## src/rtl/bdc_pkg.sv

```systemverilog
package bdc_pkg;
    localparam int WORDS   = 8;
    localparam int WORD_W  = 32;
    localparam int DELTA_W = 8;
    localparam int LINE_W  = WORDS * WORD_W;
    localparam int PACK_W  = WORD_W + WORDS * DELTA_W;
    localparam int SIZE_W  = 6;
    localparam logic [SIZE_W-1:0] SIZE_RAW    = SIZE_W'(LINE_W / 8);
    localparam logic [SIZE_W-1:0] SIZE_PACKED = SIZE_W'(PACK_W / 8);

    typedef logic [WORD_W-1:0]  word_t;
    typedef logic [DELTA_W-1:0] delta_t;
    typedef logic [LINE_W-1:0]  line_t;

    // base occupies the low bits, offsets follow in word order
    typedef struct packed {
        delta_t [WORDS-1:0] deltas;
        word_t              base;
    } packed_t;

    // a difference fits when all bits above the offset sign bit copy it
    function automatic logic fits_delta(input word_t diff);
        return (&diff[WORD_W-1:DELTA_W-1]) || !(|diff[WORD_W-1:DELTA_W-1]);
    endfunction

    function automatic word_t sext_delta(input delta_t d);
        return {{(WORD_W-DELTA_W){d[DELTA_W-1]}}, d};
    endfunction
endpackage

```

## src/rtl/bdc_delta_fit.sv

```systemverilog
module bdc_delta_fit
    import bdc_pkg::*;
(
    input  word_t  base,
    input  word_t  word,
    output delta_t delta,
    output logic   fit
);
    word_t diff;
    always_comb begin
        diff  = word - base;
        delta = diff[DELTA_W-1:0];
        fit   = fits_delta(diff);
    end
endmodule

```

## src/rtl/bdc_encoder.sv

```systemverilog
module bdc_encoder
    import bdc_pkg::*;
(
    input  line_t line,
    output logic  compressed,
    output line_t payload
);
    logic [WORDS-1:0] fit;
    packed_t          rec;

    assign rec.base = line[WORD_W-1:0];

    for (genvar i = 0; i < WORDS; i++) begin : g_word
        bdc_delta_fit u_fit (
            .base  (line[WORD_W-1:0]),
            .word  (line[i*WORD_W +: WORD_W]),
            .delta (rec.deltas[i]),
            .fit   (fit[i])
        );
    end

    always_comb begin
        compressed = &fit;
        payload    = compressed ? {{(LINE_W-PACK_W){1'b0}}, rec} : line;
    end
endmodule

```

## src/rtl/bdc_decoder.sv

```systemverilog
module bdc_decoder
    import bdc_pkg::*;
(
    input  packed_t rec,
    output line_t   line
);
    for (genvar i = 0; i < WORDS; i++) begin : g_word
        assign line[i*WORD_W +: WORD_W] = rec.base + sext_delta(rec.deltas[i]);
    end
endmodule

```

## src/rtl/bdc_codec.sv

```systemverilog
module bdc_codec
    import bdc_pkg::*;
(
    input  logic              clk,
    input  logic              rst,
    input  logic              in_valid,
    input  logic [LINE_W-1:0] in_line,
    output logic              out_valid,
    output logic              out_compressed,
    output logic [SIZE_W-1:0] out_size,
    output logic [LINE_W-1:0] out_payload,
    input  logic              dec_valid,
    input  logic [PACK_W-1:0] dec_packed,
    output logic              dec_out_valid,
    output logic [LINE_W-1:0] dec_line
);
    logic    enc_compressed;
    line_t   enc_payload;
    line_t   dec_comb;
    packed_t dec_rec;

    assign dec_rec = packed_t'(dec_packed);

    bdc_encoder u_enc (
        .line       (in_line),
        .compressed (enc_compressed),
        .payload    (enc_payload)
    );

    bdc_decoder u_dec (
        .rec  (dec_rec),
        .line (dec_comb)
    );

    always_ff @(posedge clk) begin
        if (rst) begin
            out_valid      <= 1'b0;
            out_compressed <= 1'b0;
            out_size       <= '0;
            out_payload    <= '0;
        end else begin
            out_valid <= in_valid;
            if (in_valid) begin
                out_compressed <= enc_compressed;
                out_size       <= enc_compressed ? SIZE_PACKED : SIZE_RAW;
                out_payload    <= enc_payload;
            end
        end
    end

    always_ff @(posedge clk) begin
        if (rst) begin
            dec_out_valid <= 1'b0;
            dec_line      <= '0;
        end else begin
            dec_out_valid <= dec_valid;
            if (dec_valid) dec_line <= dec_comb;
        end
    end
endmodule

```

## config.mk

```make
export PLATFORM = sky130hd
export DESIGN_NAME = bdc_codec
export DESIGN_NICKNAME = d
export VERILOG_FILES = /design/src/rtl/bdc_pkg.sv /design/src/rtl/bdc_delta_fit.sv /design/src/rtl/bdc_encoder.sv /design/src/rtl/bdc_decoder.sv /design/src/rtl/bdc_codec.sv
export SDC_FILE = /design/constraint.sdc
export NUM_CORES = 2
export LEC_CHECK = 0
export BUFFER_PORTS_ARGS = -buffer_cell sky130_fd_sc_hd__buf_4
export CORE_AREA = 2 2 338 340
export CTS_BUF_LIST = sky130_fd_sc_hd__clkbuf_8
export DETAILED_ROUTE_END_ITERATION = 8
export DIE_AREA = 0 0 340 342
export GPL_TIMING_DRIVEN = 0
export SYNTH_ARGS = -nofsm -noshare
export SYNTH_HDL_FRONTEND = slang
export SYNTH_SLANG_ARGS = --single-unit
```

## constraint.sdc

```tcl
create_clock -name clk -period 7.68 [get_ports clk]
set_input_delay 0.384 -clock clk [delete_from_list [all_inputs] [get_ports clk]]
set_output_delay 0.384 -clock clk [all_outputs]
set_load 0.01 [all_outputs]
```

Yosys cells after proc, flatten, opt, wreduce, memory -nomap -nowiden
Index checks and enable logic that the tools add are counted.
Widths: inputs -> output; s select.
Storage, ports and cells
  flip-flop bits (word level): 521
  memories kept: 0
  memory bits (writable): 0
  input bits: 356
  logic and storage cells: 57
  output and inout port bits: 521
  latch bits: 0
  memory bits (read-only): 0
Operators by class
  reduce and logical (&&, ||, !) cells: 33
  shift operators: 0
  add/sub/neg operators: 16
  order comparisons: 0
  divide/modulo/power cells: 0
  bitwise gates (word level): 0
  eq/ne operators: 0
  multiplexer cells: 2
  multipliers: 0
Operators with widths (count)
  $add 32x32->32: 8
  $mux 256: 1
  $sub 32x32->32: 8
  $reduce_and 25->1: 8
  $reduce_or 25->1: 8
  $logic_not 1->1: 8
  $logic_or 1x1->1: 8
  $reduce_and 8->1: 1
  $mux 6: 1

Logic depth before layout (Yosys ltp)
  depth in word-level cells: 6
  gate-level depth with buffers: 20
  gate-level depth less buffers: 17

Modules after synthesis
A second synthesis with hierarchy kept.
Unflattened totals
  cell total of the unflattened synthesis: 6316
  area, all modules: 50435.9 um2
Modules (own cells, without submodules)
  bdc_codec: instances 1, cells each 1667, sequential area each 10329.9 um2, area an instance 18453.9 um2
  bdc_delta_fit (u_enc.g_word[0].u_fit ...): instances 6, cells each 338, sequential area each 0.0 um2, area an instance 2217.1 um2
  bdc_decoder: instances 1, cells each 1713, sequential area each 0.0 um2, area an instance 12366.9 um2
  bdc_delta_fit (u_enc.g_word[7].u_fit): instances 1, cells each 338, sequential area each 0.0 um2, area an instance 2202.1 um2
  bdc_encoder: instances 1, cells each 283, sequential area each 0.0 um2, area an instance 2119.5 um2
  bdc_delta_fit (u_enc.g_word[5].u_fit): instances 1, cells each 287, sequential area each 0.0 um2, area an instance 1990.7 um2

Least setup slack after synthesis
OpenSTA, ideal clock, no wires.
  path kind: input to register
  start point: input port in_line[2]
  end point: register out_payload[106]
  path slack: 2.881 ns
  buffers on the path: 3
  stages on the path: 19
  setup time: 0.132 ns
  required time: 7.548 ns
  arrival time: 4.666 ns
  path through: inv_1 > ha_1 > nor2b_1 > o31ai_2 > a211o_2 > nand3_2 > or3_1 > a2111o_1 > or4_1 > a211o_1 > nor4b_2 > nand4_1 > o41ai_2 > o2111ai_1 > clkbuf_1 > buf_2 > buf_2 > o311ai_1 > a21oi_1
On the way
  word-level cells in the longest chain between the ends: 6
  elaborated cells on any way between the ends: 42
  classes of those cells: add/sub: 8; mux: 1; reduce/logical: 33
RTL lines
  start: declaration: line bdc_codec.sv:7  | input logic [LINE_W-1:0] in_line,
  $sub 32x32->32: line bdc_delta_fit.sv:11  | diff = word - base;
  $reduce_or 25->1: line bdc_pkg.sv:23  | return (&diff[WORD_W-1:DELTA_W-1]) || !(|diff[WORD_W-1:DELTA_W-1]);
  $logic_not 1->1: line bdc_pkg.sv:23
  $logic_or 1x1->1: line bdc_pkg.sv:23
  $reduce_and 8->1 *: line bdc_encoder.sv:23  | compressed = &fit;
  $mux 256 *: line bdc_encoder.sv:24  | payload = compressed ? {{(LINE_W-PACK_W){1'b0}}, rec} : line;
  end signal: assignment: line bdc_codec.sv:46  | out_payload <= enc_payload;
  end: declaration: line bdc_codec.sv:11  | output logic [LINE_W-1:0] out_payload,
Every way passes the cells marked *; elsewhere a longest branch is shown, timed or not.
A chain may end at the register's enable or synchronous reset.

Worst setup path after layout
  start point: input port in_line[2]
  end point: register out_payload[89]
The elaborated chain is that of the path after synthesis.

==> results.cfg <==
[outcome]
status = finished with violations
violations = max-capacitance violations, max-slew violations

[floorplanning]
die_h_um = 342
fp-row-count = 124
start_util_pct = 39.1
core_mm2 = 0.113
dieArea_mm2 = 0.116
io_pins = 877
die_x_um = 340

[synthesis]
synth.most_common_cell = nor2_1
yosysWarnings = 0
yosys-top-cells-area = dfxtp_1 23%, ha_1 13%, a21oi_1 6.4%
async_reset_ff_share_pct = 0
yosysUniqueCellTypes = 97
syn-cell-area_mm2 = 0.0442
synth_top_area_cell = dfxtp_1
synth_top_area_share_pct = 23.4
syn_inst = 5643
synth-edff-count = 0
yosys_register_bits = 516
synthTopCellsByCount = 588 x nor2_1, 565 x a21oi_1, 516 x dfxtp_1, 465 x ha_1, 450 x nand2_1
synth_area_per_cell_um2 = 7.83
synth_ff_type = dfxtp_1
seq_area_frac_synth_pct = 23.4

[place]
gp_congestion = 0.991
dp_cells = 8026
hpwl_mm = 177
port_buffers = 869
placed_cell_area_mm2 = 0.0526

[timing]
tns_ns = 0
final.period_utilization_pct = 98.7
timing.fmax_mhz = 132
slew_viol_final = 30
fin_skew_ns = 0
relSlewSlack_pct = -7.10
hold_viol_final = 0
whs_ns = 0.0469
max_slew.worst_pin.slew_ns = 1.61
period_needed_ns = 7.58
setup_viol = 0
rsz0062_at_grt = false

[power_and_ir_drop]
power_density_mw_per_mm2 = 175
p_leak_nw = 25.3
peakVddDrop_uv = 155

[cells_and_area]
fill_cells = 11226
multi_input_area_mm2 = 0.0321
layoutNonFillerInstCount = 8491
drive_gt1_share_pct = 16.3
regArea_mm2 = 0.0103
nets = 7717
syn_to_final_growth_pct = 29.9
fin_area_mm2 = 0.0574

[grt]
gr-total-overflow = 0
met3_usage_pct = 9.87
met2_usage_pct = 61.2
grt_pass1_vias = 47790
antenna_found_initial = 24
grt_first_pass_wirelength_mm = 319
gr-max-usage-layer = met2
met1_usage_pct = 42.0
track_usage_pct = 37.0
grt_start_max_net_pins = 26

[worst_setup_path]
critical_path.most_common_cell = clkbuf_1
crit_fanout = 10
cp_top_family = buffers and inverters
ff2ff_setup_slack_ns = 6.68
cp-end-kind = flop
r2r_cells = 2
cp_slowest_cell = clkbuf_1
crit_chain = dlygate4sd3_1 > buf_4 > inv_1 > ha_1 > nor2b_1 > o31a_1 > o41ai_2 > o31ai_1 > a311oi_2 > a21oi_1 > a31o_2 > a21o_1 > a21oi_1 > xnor2_1 > mux2i_1 > clkbuf_1 > clkbuf_1 > clkbuf_1 > o31ai_1 > a311oi_1
slowest_delay_ns = 0.95
rr_endpoint = out_size[3]$_SDFFE_PP0P_
cp_num_buf_inv = 6
path_class = in -> reg
required_ns = 8.39
r2r_start = out_size[3]$_SDFFE_PP0P_
start_kind = primary input
cp.arrival_ns = 8.29

[run]
maxCapViolations = 3

[drt]
drc = 0
via_per_inst = 5.98
drt-total-wl_mm = 226
drt_iter0_drc = 4547
wl_per_cell_um = 26.6
via_count = 50772
postRouteAntennaNets = 0
firstDrtPassIters = 8

[clock_network]
cts_root_buffer = clkbuf_8
cts_resized = 0
cts_tree = yes
cts_buffers = 101
clock_path_buffers = 3
clkSinkCount = 516
post_cts_buffers = 0
clk_pin_slew_ns = 0.06
cts-htree-levels = 3
clk_latency_ns = 0.80

[worst_hold_path]
min_from = dec_packed[65]
min_path_cells = 4
hold_class = in -> reg
hold_path_end = dec_line[129]$_SDFFE_PP0P_
[flip-flops by register name (all words and copies together), names as in the netlist]
register       count
out_size           2
out_valid          1
out_payload      256
dec_out_valid      1
dec_line         256
[stage by stage]
step / setup slack (ns) / utilization (%) / power, W
after floorplan: 2.88 / - / 0.00540
after global placement: 0.0416 / 46.5 / 0.00684
after detailed placement: 0.0222 / 46.5 / 0.00687
after CTS: 0.352 / 50.7 / 0.00998
after global routing: 0.0823 / 50.7 / 0.0105
final: 0.103 / 50.7 / 0.0100
[worst min-delay path, cell delays in order]
cell and delay [ns]:
buf_4 0.12, inv_1 0.06, fa_1 0.17, a211oi_1 0.07
[how the worst max path moves through the flow]
stage	to	cells after the start	startpoint	slack (ns)
2_1_floorplan	out_payload[106]$_SDFFE_PP0P_	19	in_line[2]	2.88
3_3_place_gp	out_payload[90]$_SDFFE_PP0P_	21	in_line[1]	0.04
3_5_place_dp	out_payload[89]$_SDFFE_PP0P_	21	in_line[1]	0.02
4_1_cts	out_payload[91]$_SDFFE_PP0P_	20	in_line[2]	0.35
5_1_grt	out_payload[91]$_SDFFE_PP0P_	22	in_line[14]	0.08
6_report	out_payload[89]$_SDFFE_PP0P_	20	in_line[2]	0.10
[cells by family after synthesis]
kind of cell | synth area share [%]
AOI/OAI and AO/OA | 27.6
xor gates and xnor gates | 6.92
adders and majority gates | 13.9
buffers and inverters | 3.99
DFF | 23.4
muxes | 3.96
other | 0.00849
and+or+nand+nor | 20.3
[metal layers]
metal,up-vias,part of all wire (%)
met5,-,0.027
met4,10,7.6
met3,656,9.6
met2,2422,46
met1,23981,37
li1,23703,-
[power breakdown]
part,leakage (nW),internal [W],switching (W),total (W)
Clock,1.20,0.00159,0.00140,0.00299
Sequential,4.26,0.00291,0.000179,0.00309
Combinational,19.8,0.00162,0.00233,0.00395
[layout make-up]
cell class,instances,share of cell area [%]
antenna,20,0.0872
buffer,285,1.93
clock buffer,131,3.14
clock inverter,50,0.521
inverter,175,1.14
multi-input combinational,4669,55.9
sequential,516,18.0
tap,1512,3.30
timing repair buffer,1133,16.0
[cell usage in the layout, fill, tap and decap left out, types with 35 or more instances in the layout]
master / count
nor4_1: 51
a211oi_1: 59
nor2_1: 588
inv_1: 200
clkbuf_1: 219
a21o_1: 170
a21oi_1: 565
nand2b_1: 67
o311ai_0: 183
xor2_1: 113
nor2b_1: 71
mux2i_1: 169
or3_1: 35
buf_1: 45
nor3_1: 132
nand3_1: 121
dfxtp_1: 516
o21a_1: 77
or2_2: 39
o31ai_1: 78
buf_4: 874
o21ai_0: 240
clkbuf_8: 131
a311oi_1: 62
nand4_1: 111
and3_1: 48
dlygate4sd3_1: 264
xnor2_1: 236
ha_1: 465
nand2_1: 450
a31oi_1: 51
[what timing repair did]
item | CTS | global route
hold endpoints to repair | 264 | 0
hold buffers | 264 | 0
setup endpoints to repair | 0 | 0
Power figures use the tool's default switching activity.
